## config.mk

```make
export PLATFORM = sky130hd
export DESIGN_NAME = dss_startstop
export DESIGN_NICKNAME = d
export VERILOG_FILES = /design/src/rtl/dss_pkg.sv /design/src/rtl/dss_cart_latch.sv /design/src/rtl/dss_run_ctl.sv /design/src/rtl/dss_phase_seq.sv /design/src/rtl/dss_startstop.sv
export SDC_FILE = /design/constraint.sdc
export NUM_CORES = 1
export LEC_CHECK = 0
export CAP_MARGIN = 25
export CORE_AREA = 2 2 39 41
export DETAILED_ROUTE_END_ITERATION = 8
export DIE_AREA = 0 0 41 43
export HOLD_SLACK_MARGIN = 0.15
export PLACE_DENSITY_LB_ADDON = 0.2
export REMOVE_ABC_BUFFERS = 1
export SYNTH_ARGS = -nofsm -noshare
export SYNTH_HDL_FRONTEND = slang
export SYNTH_SLANG_ARGS = --single-unit
```

## constraint.sdc

```tcl
create_clock -name clk_i -period 3.8 [get_ports clk_i]
set_input_delay 0.76 -clock clk_i [delete_from_list [all_inputs] [get_ports clk_i]]
set_output_delay 0.76 -clock clk_i [all_outputs]
set_load 0.1 [all_outputs]
```

## src/rtl/dss_pkg.sv

```systemverilog
package dss_pkg;
  typedef enum logic [1:0] {
    PH_IDLE  = 2'd0,
    PH_PURGE = 2'd1,
    PH_LOAD  = 2'd2,
    PH_READY = 2'd3
  } phase_e;
endpackage

```

## src/rtl/dss_cart_latch.sv

```systemverilog
module dss_cart_latch #(
  parameter int unsigned N_SW   = 2,
  parameter int unsigned SYNC_W = 2
) (
  input  logic            clk_i,
  input  logic            rst_ni,
  input  logic            pwr_clr_i,
  input  logic [N_SW-1:0] sw_i,
  input  logic            front_load_i,
  output logic            cart_ok_o
);
  logic [N_SW-1:0] lat;

  for (genvar g = 0; g < N_SW; g++) begin : g_sw
    logic [SYNC_W-1:0] sh_q;
    always_ff @(posedge clk_i or negedge rst_ni) begin
      if (!rst_ni)        sh_q <= '0;
      else if (pwr_clr_i) sh_q <= '0;
      else                sh_q <= {sh_q[SYNC_W-2:0], sw_i[g]};
    end
    if (g == 0) begin : g_main
      assign lat[g] = sh_q[SYNC_W-1];
    end else begin : g_aux
      // single-switch variant: extra latches held in inserted state
      assign lat[g] = front_load_i | sh_q[SYNC_W-1];
    end
  end

  assign cart_ok_o = &lat;
endmodule

```

## src/rtl/dss_run_ctl.sv

```systemverilog
module dss_run_ctl (
  input  logic clk_i,
  input  logic rst_ni,
  input  logic pwr_clr_i,
  input  logic emerg_i,
  input  logic btn_i,
  input  logic cart_ok_i,
  input  logic hr_i,
  input  logic rot_i,
  input  logic brake_i,
  input  logic seq_done_i,
  input  logic stop_done_i,
  output logic run_o,
  output logic run_nxt_o,
  output logic stop_pend_o,
  output logic stop_cmpl_o
);
  logic run_q, stop_pend_q;
  logic force_off, start_ok, run_nxt, stop_cmpl;

  assign force_off = emerg_i | ~cart_ok_i;
  // restart guard: previous stop must be complete
  assign start_ok  = hr_i & ~rot_i & ~brake_i & ~stop_pend_q & ~seq_done_i;
  assign stop_cmpl = stop_pend_q & stop_done_i & hr_i;

  always_comb begin
    if (pwr_clr_i || force_off) run_nxt = 1'b0;
    else if (btn_i)             run_nxt = ~run_q & start_ok;
    else                        run_nxt = run_q;
  end

  always_ff @(posedge clk_i or negedge rst_ni) begin
    if (!rst_ni) begin
      run_q       <= 1'b0;
      stop_pend_q <= 1'b0;
    end else if (pwr_clr_i) begin
      run_q       <= 1'b0;
      stop_pend_q <= 1'b0;
    end else begin
      run_q <= run_nxt;
      if (run_q && !run_nxt) stop_pend_q <= 1'b1;
      else if (stop_cmpl)    stop_pend_q <= 1'b0;
    end
  end

  assign run_o       = run_q;
  assign run_nxt_o   = run_nxt;
  assign stop_pend_o = stop_pend_q;
  assign stop_cmpl_o = stop_cmpl;


  btn_stops_run_chk: assert property (@(posedge clk_i) disable iff (!rst_ni)
    btn_i && run_q |=> !run_q);

  interlock_block_chk: assert property (@(posedge clk_i) disable iff (!rst_ni)
    !run_q && (!hr_i || rot_i || brake_i) |=> !run_q);

  forced_off_chk: assert property (@(posedge clk_i) disable iff (!rst_ni)
    (pwr_clr_i || emerg_i || !cart_ok_i) |=> !run_q);

  no_reentry_chk: assert property (@(posedge clk_i) disable iff (!rst_ni)
    !run_q && (stop_pend_q || seq_done_i) |=> !run_q);

  stop_flag_chk: assert property (@(posedge clk_i) disable iff (!rst_ni)
    run_q && !pwr_clr_i && (btn_i || emerg_i || !cart_ok_i) |=> stop_pend_q);
endmodule

```

## src/rtl/dss_phase_seq.sv

```systemverilog
module dss_phase_seq
  import dss_pkg::*;
#(
  parameter int unsigned SPD_W     = 8,
  parameter int unsigned NOM_PCT   = 100,
  parameter int unsigned BOOST_PCT = 10
) (
  input  logic             clk_i,
  input  logic             rst_ni,
  input  logic             pwr_clr_i,
  input  logic             run_q_i,
  input  logic             run_nxt_i,
  input  logic             stop_cmpl_i,
  input  logic             purge_done_i,
  input  logic             load_done_i,
  output logic             purge_o,
  output logic             load_o,
  output logic             seq_done_o,
  output logic             overspeed_o,
  output logic [SPD_W-1:0] speed_pct_o
);
  localparam int unsigned BoostSpd = NOM_PCT + (NOM_PCT * BOOST_PCT) / 100;
  localparam logic [SPD_W-1:0] NomW   = SPD_W'(NOM_PCT);
  localparam logic [SPD_W-1:0] BoostW = SPD_W'(BoostSpd);

  phase_e ph_q, ph_n;
  logic   sd_q;

  always_comb begin
    ph_n = ph_q;
    if (!run_nxt_i) ph_n = PH_IDLE;
    else begin
      unique case (ph_q)
        PH_IDLE:  if (run_q_i)      ph_n = PH_PURGE;
        PH_PURGE: if (purge_done_i) ph_n = PH_LOAD;
        PH_LOAD:  if (load_done_i)  ph_n = PH_READY;
        default:                    ph_n = PH_READY;
      endcase
    end
  end

  always_ff @(posedge clk_i or negedge rst_ni) begin
    if (!rst_ni) begin
      ph_q <= PH_IDLE;
      sd_q <= 1'b0;
    end else if (pwr_clr_i) begin
      ph_q <= PH_IDLE;
      sd_q <= 1'b0;
    end else begin
      ph_q <= ph_n;
      // sequence-complete also marks a stop in progress; held until stop done
      if (stop_cmpl_i)                               sd_q <= 1'b0;
      else if (ph_q == PH_LOAD && ph_n == PH_READY)  sd_q <= 1'b1;
    end
  end

  assign purge_o     = (ph_q == PH_PURGE);
  assign load_o      = (ph_q == PH_LOAD);
  assign seq_done_o  = sd_q;
  assign overspeed_o = purge_o;
  assign speed_pct_o = !run_q_i ? '0 : (purge_o ? BoostW : NomW);


  phase_order_chk: assert property (@(posedge clk_i) disable iff (!rst_ni)
    (ph_q == PH_LOAD) |=> (ph_q != PH_PURGE));

  phase_excl_chk: assert property (@(posedge clk_i) disable iff (!rst_ni)
    $onehot0({purge_o, load_o}));

  overspeed_run_chk: assert property (@(posedge clk_i) disable iff (!rst_ni)
    overspeed_o |-> run_q_i && speed_pct_o == BoostW);

  pwr_clr_phase_chk: assert property (@(posedge clk_i) disable iff (!rst_ni)
    pwr_clr_i |=> ph_q == PH_IDLE && !sd_q);

  purge_hold_chk: assert property (@(posedge clk_i) disable iff (!rst_ni)
    (ph_q == PH_PURGE) && !purge_done_i && run_nxt_i |=> (ph_q == PH_PURGE));
endmodule

```

## src/rtl/dss_startstop.sv

```systemverilog
module dss_startstop #(
  parameter int unsigned SPD_W     = 8,
  parameter int unsigned NOM_PCT   = 100,
  parameter int unsigned BOOST_PCT = 10,
  parameter int unsigned SYNC_W    = 2
) (
  input  logic             clk_i,
  input  logic             rst_ni,
  input  logic             pwr_clr_i,
  input  logic             emerg_unload_i,
  input  logic             run_btn_i,
  input  logic             cart_sw_a_i,
  input  logic             cart_sw_b_i,
  input  logic             front_load_i,
  input  logic             heads_retracted_i,
  input  logic             disk_rotating_i,
  input  logic             brake_active_i,
  input  logic             purge_done_i,
  input  logic             load_done_i,
  input  logic             stop_done_i,
  output logic             run_o,
  output logic             purge_o,
  output logic             load_heads_o,
  output logic             seq_done_o,
  output logic             stop_pend_o,
  output logic             overspeed_o,
  output logic [SPD_W-1:0] speed_pct_o
);
  logic cart_ok, run_q, run_nxt, stop_cmpl, seq_done;

  dss_cart_latch #(.N_SW(2), .SYNC_W(SYNC_W)) u_cart (
    .clk_i       (clk_i),
    .rst_ni      (rst_ni),
    .pwr_clr_i   (pwr_clr_i),
    .sw_i        ({cart_sw_b_i, cart_sw_a_i}),
    .front_load_i(front_load_i),
    .cart_ok_o   (cart_ok)
  );

  dss_run_ctl u_run (
    .clk_i      (clk_i),
    .rst_ni     (rst_ni),
    .pwr_clr_i  (pwr_clr_i),
    .emerg_i    (emerg_unload_i),
    .btn_i      (run_btn_i),
    .cart_ok_i  (cart_ok),
    .hr_i       (heads_retracted_i),
    .rot_i      (disk_rotating_i),
    .brake_i    (brake_active_i),
    .seq_done_i (seq_done),
    .stop_done_i(stop_done_i),
    .run_o      (run_q),
    .run_nxt_o  (run_nxt),
    .stop_pend_o(stop_pend_o),
    .stop_cmpl_o(stop_cmpl)
  );

  dss_phase_seq #(.SPD_W(SPD_W), .NOM_PCT(NOM_PCT), .BOOST_PCT(BOOST_PCT)) u_seq (
    .clk_i       (clk_i),
    .rst_ni      (rst_ni),
    .pwr_clr_i   (pwr_clr_i),
    .run_q_i     (run_q),
    .run_nxt_i   (run_nxt),
    .stop_cmpl_i (stop_cmpl),
    .purge_done_i(purge_done_i),
    .load_done_i (load_done_i),
    .purge_o     (purge_o),
    .load_o      (load_heads_o),
    .seq_done_o  (seq_done),
    .overspeed_o (overspeed_o),
    .speed_pct_o (speed_pct_o)
  );

  assign run_o      = run_q;
  assign seq_done_o = seq_done;


  flags_need_stop_chk: assert property (@(posedge clk_i) disable iff (!rst_ni)
    seq_done && !run_q && !pwr_clr_i && !stop_done_i |=> seq_done);
endmodule

```

==> results by group <==
STA
  – Slew @ Worst Pin: 0.965 ns
  – Tmin final: 2.78 ns
  – Final hold vios: 0
  – Slew Viols, Final: 0
  – Relative slew slack: 0.355
  – Worst Skew: 0.000469 ns
  – Final setup fails: 0
  – Fmax: 360 MHz
  – Crit share post-route: 0.730
  – RSZ-0062 raised after global routing: no

Power
  – P per Cell Area: 291 nW/um^2
  – Maximum vdd drop: 0.177 mV
  – Leak: 0.308 nW
  – Total power: 0.205 mW

Worst hold path
  – Hold Path Class: reg2reg
  – Hold Startpoint: u_cart.g_sw[0].sh_q[0]

Critical path
  – Top Family by Delay on Critical Path: buffers and inverters
  – CP endpoint kind: output pin
  – Critical Path Max Stage Delay: 1.16 ns
  – Crit Path Category: reg2out
  – CP Cell Sequence: nor2b_1 > clkdlybuf4s50_1
  – CP Max Fanout: 5
  – Slowest-stage cell, CP: clkdlybuf4s50_1
  – CP Data Required Time: 3.04 ns
  – Worst setup path startpoint: u_seq.ph_q[0]
  – Critical Path AT: 2.02 ns
  – Type of origin of the critical path: flip-flop
  – Critical register-to-register path startpoint: u_run.stop_pend_o
  – CP Buf/Inv Count: 1

Yosys
  – Number of distinct library cells after synthesis: 19
  – Mapped Cells: 46
  – Part of the Yosys area used for sequential elements: 0.472
  – Mapped cell area: 477 sq um
  – Synthesized area per cell: 10.4 sq um
  – Yosys reg bits: 9
  – Synth warn: 0

Cells and area
  – Layout overhead on the synthesized area: 48.0%
  – Final nets: 83
  – ANT cells: 0
  – Util after Layout: 0.510
  – Share of layout cells above drive strength 1: 0.132

Place
  – Placer's final routability congestion estimate: 0.669
  – Dpl hpwl: 665 um
  – Port Buffer Count: 24

Routing
  – Antenna-violating nets left: 0
  – WL/cell: 9.96 um
  – DRC viols: 0
  – DRT Pass-1 Iters: 4
  – Via count: 378
  – Vias/cell: 4.50
  – WL final: 837 um
  – DR iter-0 viols: 7

GRT
  – Global-route usage over all layers: 0.116
  – Initial antenna violation count: 0
  – Total gr overflow: 0
  – Vias in the first global route: 320
  – Largest net degree at the start of global routing: 10
  – First-pass GRT wire length: 1.37 mm

Status
  – Status: finished, final reports clean

Clock tree
  – Clock Tree Buf Depth: 2
  – CTS Buf Count: 3
  – CTS sink cnt: 9
  – CTS root buffer: clkbuf_4
  – Clk Latency, worst-skew pair: 0.25 ns
  – Clk pin slew, worst setup/hold paths: 0.06 ns
  – CTS tree: yes
  – Hold buffers post-CTS: 0
  – H-Tree Level Count: 1
  – Setup Buffers After CTS: 0
  – Post-CTS Resized: 0

Floorplanning
  – Core Rows: 14
  – Die Height: 43 um
  – Die W: 41 um
  – Initial Util: 0.344
  – IO Pins: 28
  – Full die area: 1760 sq um
  – Core area: 1380 sq um

Job
  – Max cap viols: 0
metrics by stage:
step	cells	worst slack, ns	hold slack [ns]	instance area, sq um	TNS, ns
2_1_floorplan	40	-1.67	0.439	424	-3.36
3_3_place_gp	80	1.32	0.444	679	0
3_5_place_dp	80	1.28	0.446	679	0
4_1_cts	84	0.996	0.460	706	0
5_1_grt	84	0.932	0.471	706	0
6_report	84	1.02	0.459	706	0
synthesized netlist by cell type:
master	count	area share
a21oi_1	1	0.010
a31o_1	1	0.018
a31o_2	1	0.018
a31oi_1	1	0.013
and2_1	1	0.013
and3_1	1	0.013
buf_4	8	0.13
conb_1	1	0.0079
dfrtp_1	9	0.47
inv_1	2	0.016
mux2_2	1	0.024
nand2_1	3	0.024
nand3_1	1	0.010
nor2_1	4	0.031
nor2b_1	7	0.092
nor4b_2	1	0.031
o2111ai_4	1	0.055
o21ai_0	1	0.010
o22ai_1	1	0.013
metal layers:
| metal | track usage | share of wire |
|---|---|---|
| met3 | 0.0209 | 0.097 |
| met1 | 0.162 | 0.43 |
| met4 | 0.100 | 0.0096 |
| met2 | 0.147 | 0.46 |
| met5 | 0 | 0 |
cell families after synthesis:
kind of cell,Yosys count,synth area share
AOI/OAI and AO/OA,7,0.139
buffers and inverters,10,0.142
DFF,9,0.472
muxes,1,0.0236
other,1,0.00787
and+or+nand+nor,18,0.215
area by class of cell:
class / count / area (sq um)
clock buffer: 4 / 26.3
fill: 140 / 678
inverter: 2 / 7.51
multi-input combinational: 29 / 191
sequential: 9 / 225
tap: 16 / 20.0
timing repair buffer: 24 / 235
state kept, by name, indices dropped and copies added (netlist names):
signal / cells
u_cart.g_sw.sh_q: 4
u_seq.seq_done_o: 1
u_run.stop_pend_o: 1
u_run.run_o: 1
u_seq.ph_q: 2
where the power goes:
group          switching [mW]  leakage [nW]  total, mW  internal [mW]
Clock                  0.0314        0.0150     0.0717         0.0403
Sequential           0.000798         0.123     0.0985         0.0977
Combinational          0.0206         0.171     0.0348         0.0142
layout by cell type (no fill, tap or decap), drive strengths merged, types with 2 or more instances in the layout:
master	count
clkbuf	4
dfrtp	9
nand2	3
nor2b	7
buf	2
clkdlybuf4s50	22
a31o	2
inv	2
conb	3
nor2	4
worst paths after layout:
kind | end | slack [ns] | cells after the start
max | purge_o | 1.02 | 2
min | u_cart.g_sw[0].sh_q[1] | 0.46 | 1
max reg2reg | u_run.stop_pend_o | 2.46 | 4
min reg2reg | u_cart.g_sw[0].sh_q[1] | 0.46 | 1
max in group asynchronous | u_run.stop_pend_o | 2.72 | 1
min in group asynchronous | u_cart.g_sw[1].sh_q[0] | 0.80 | 1
Power figures use the tool's default switching activity.
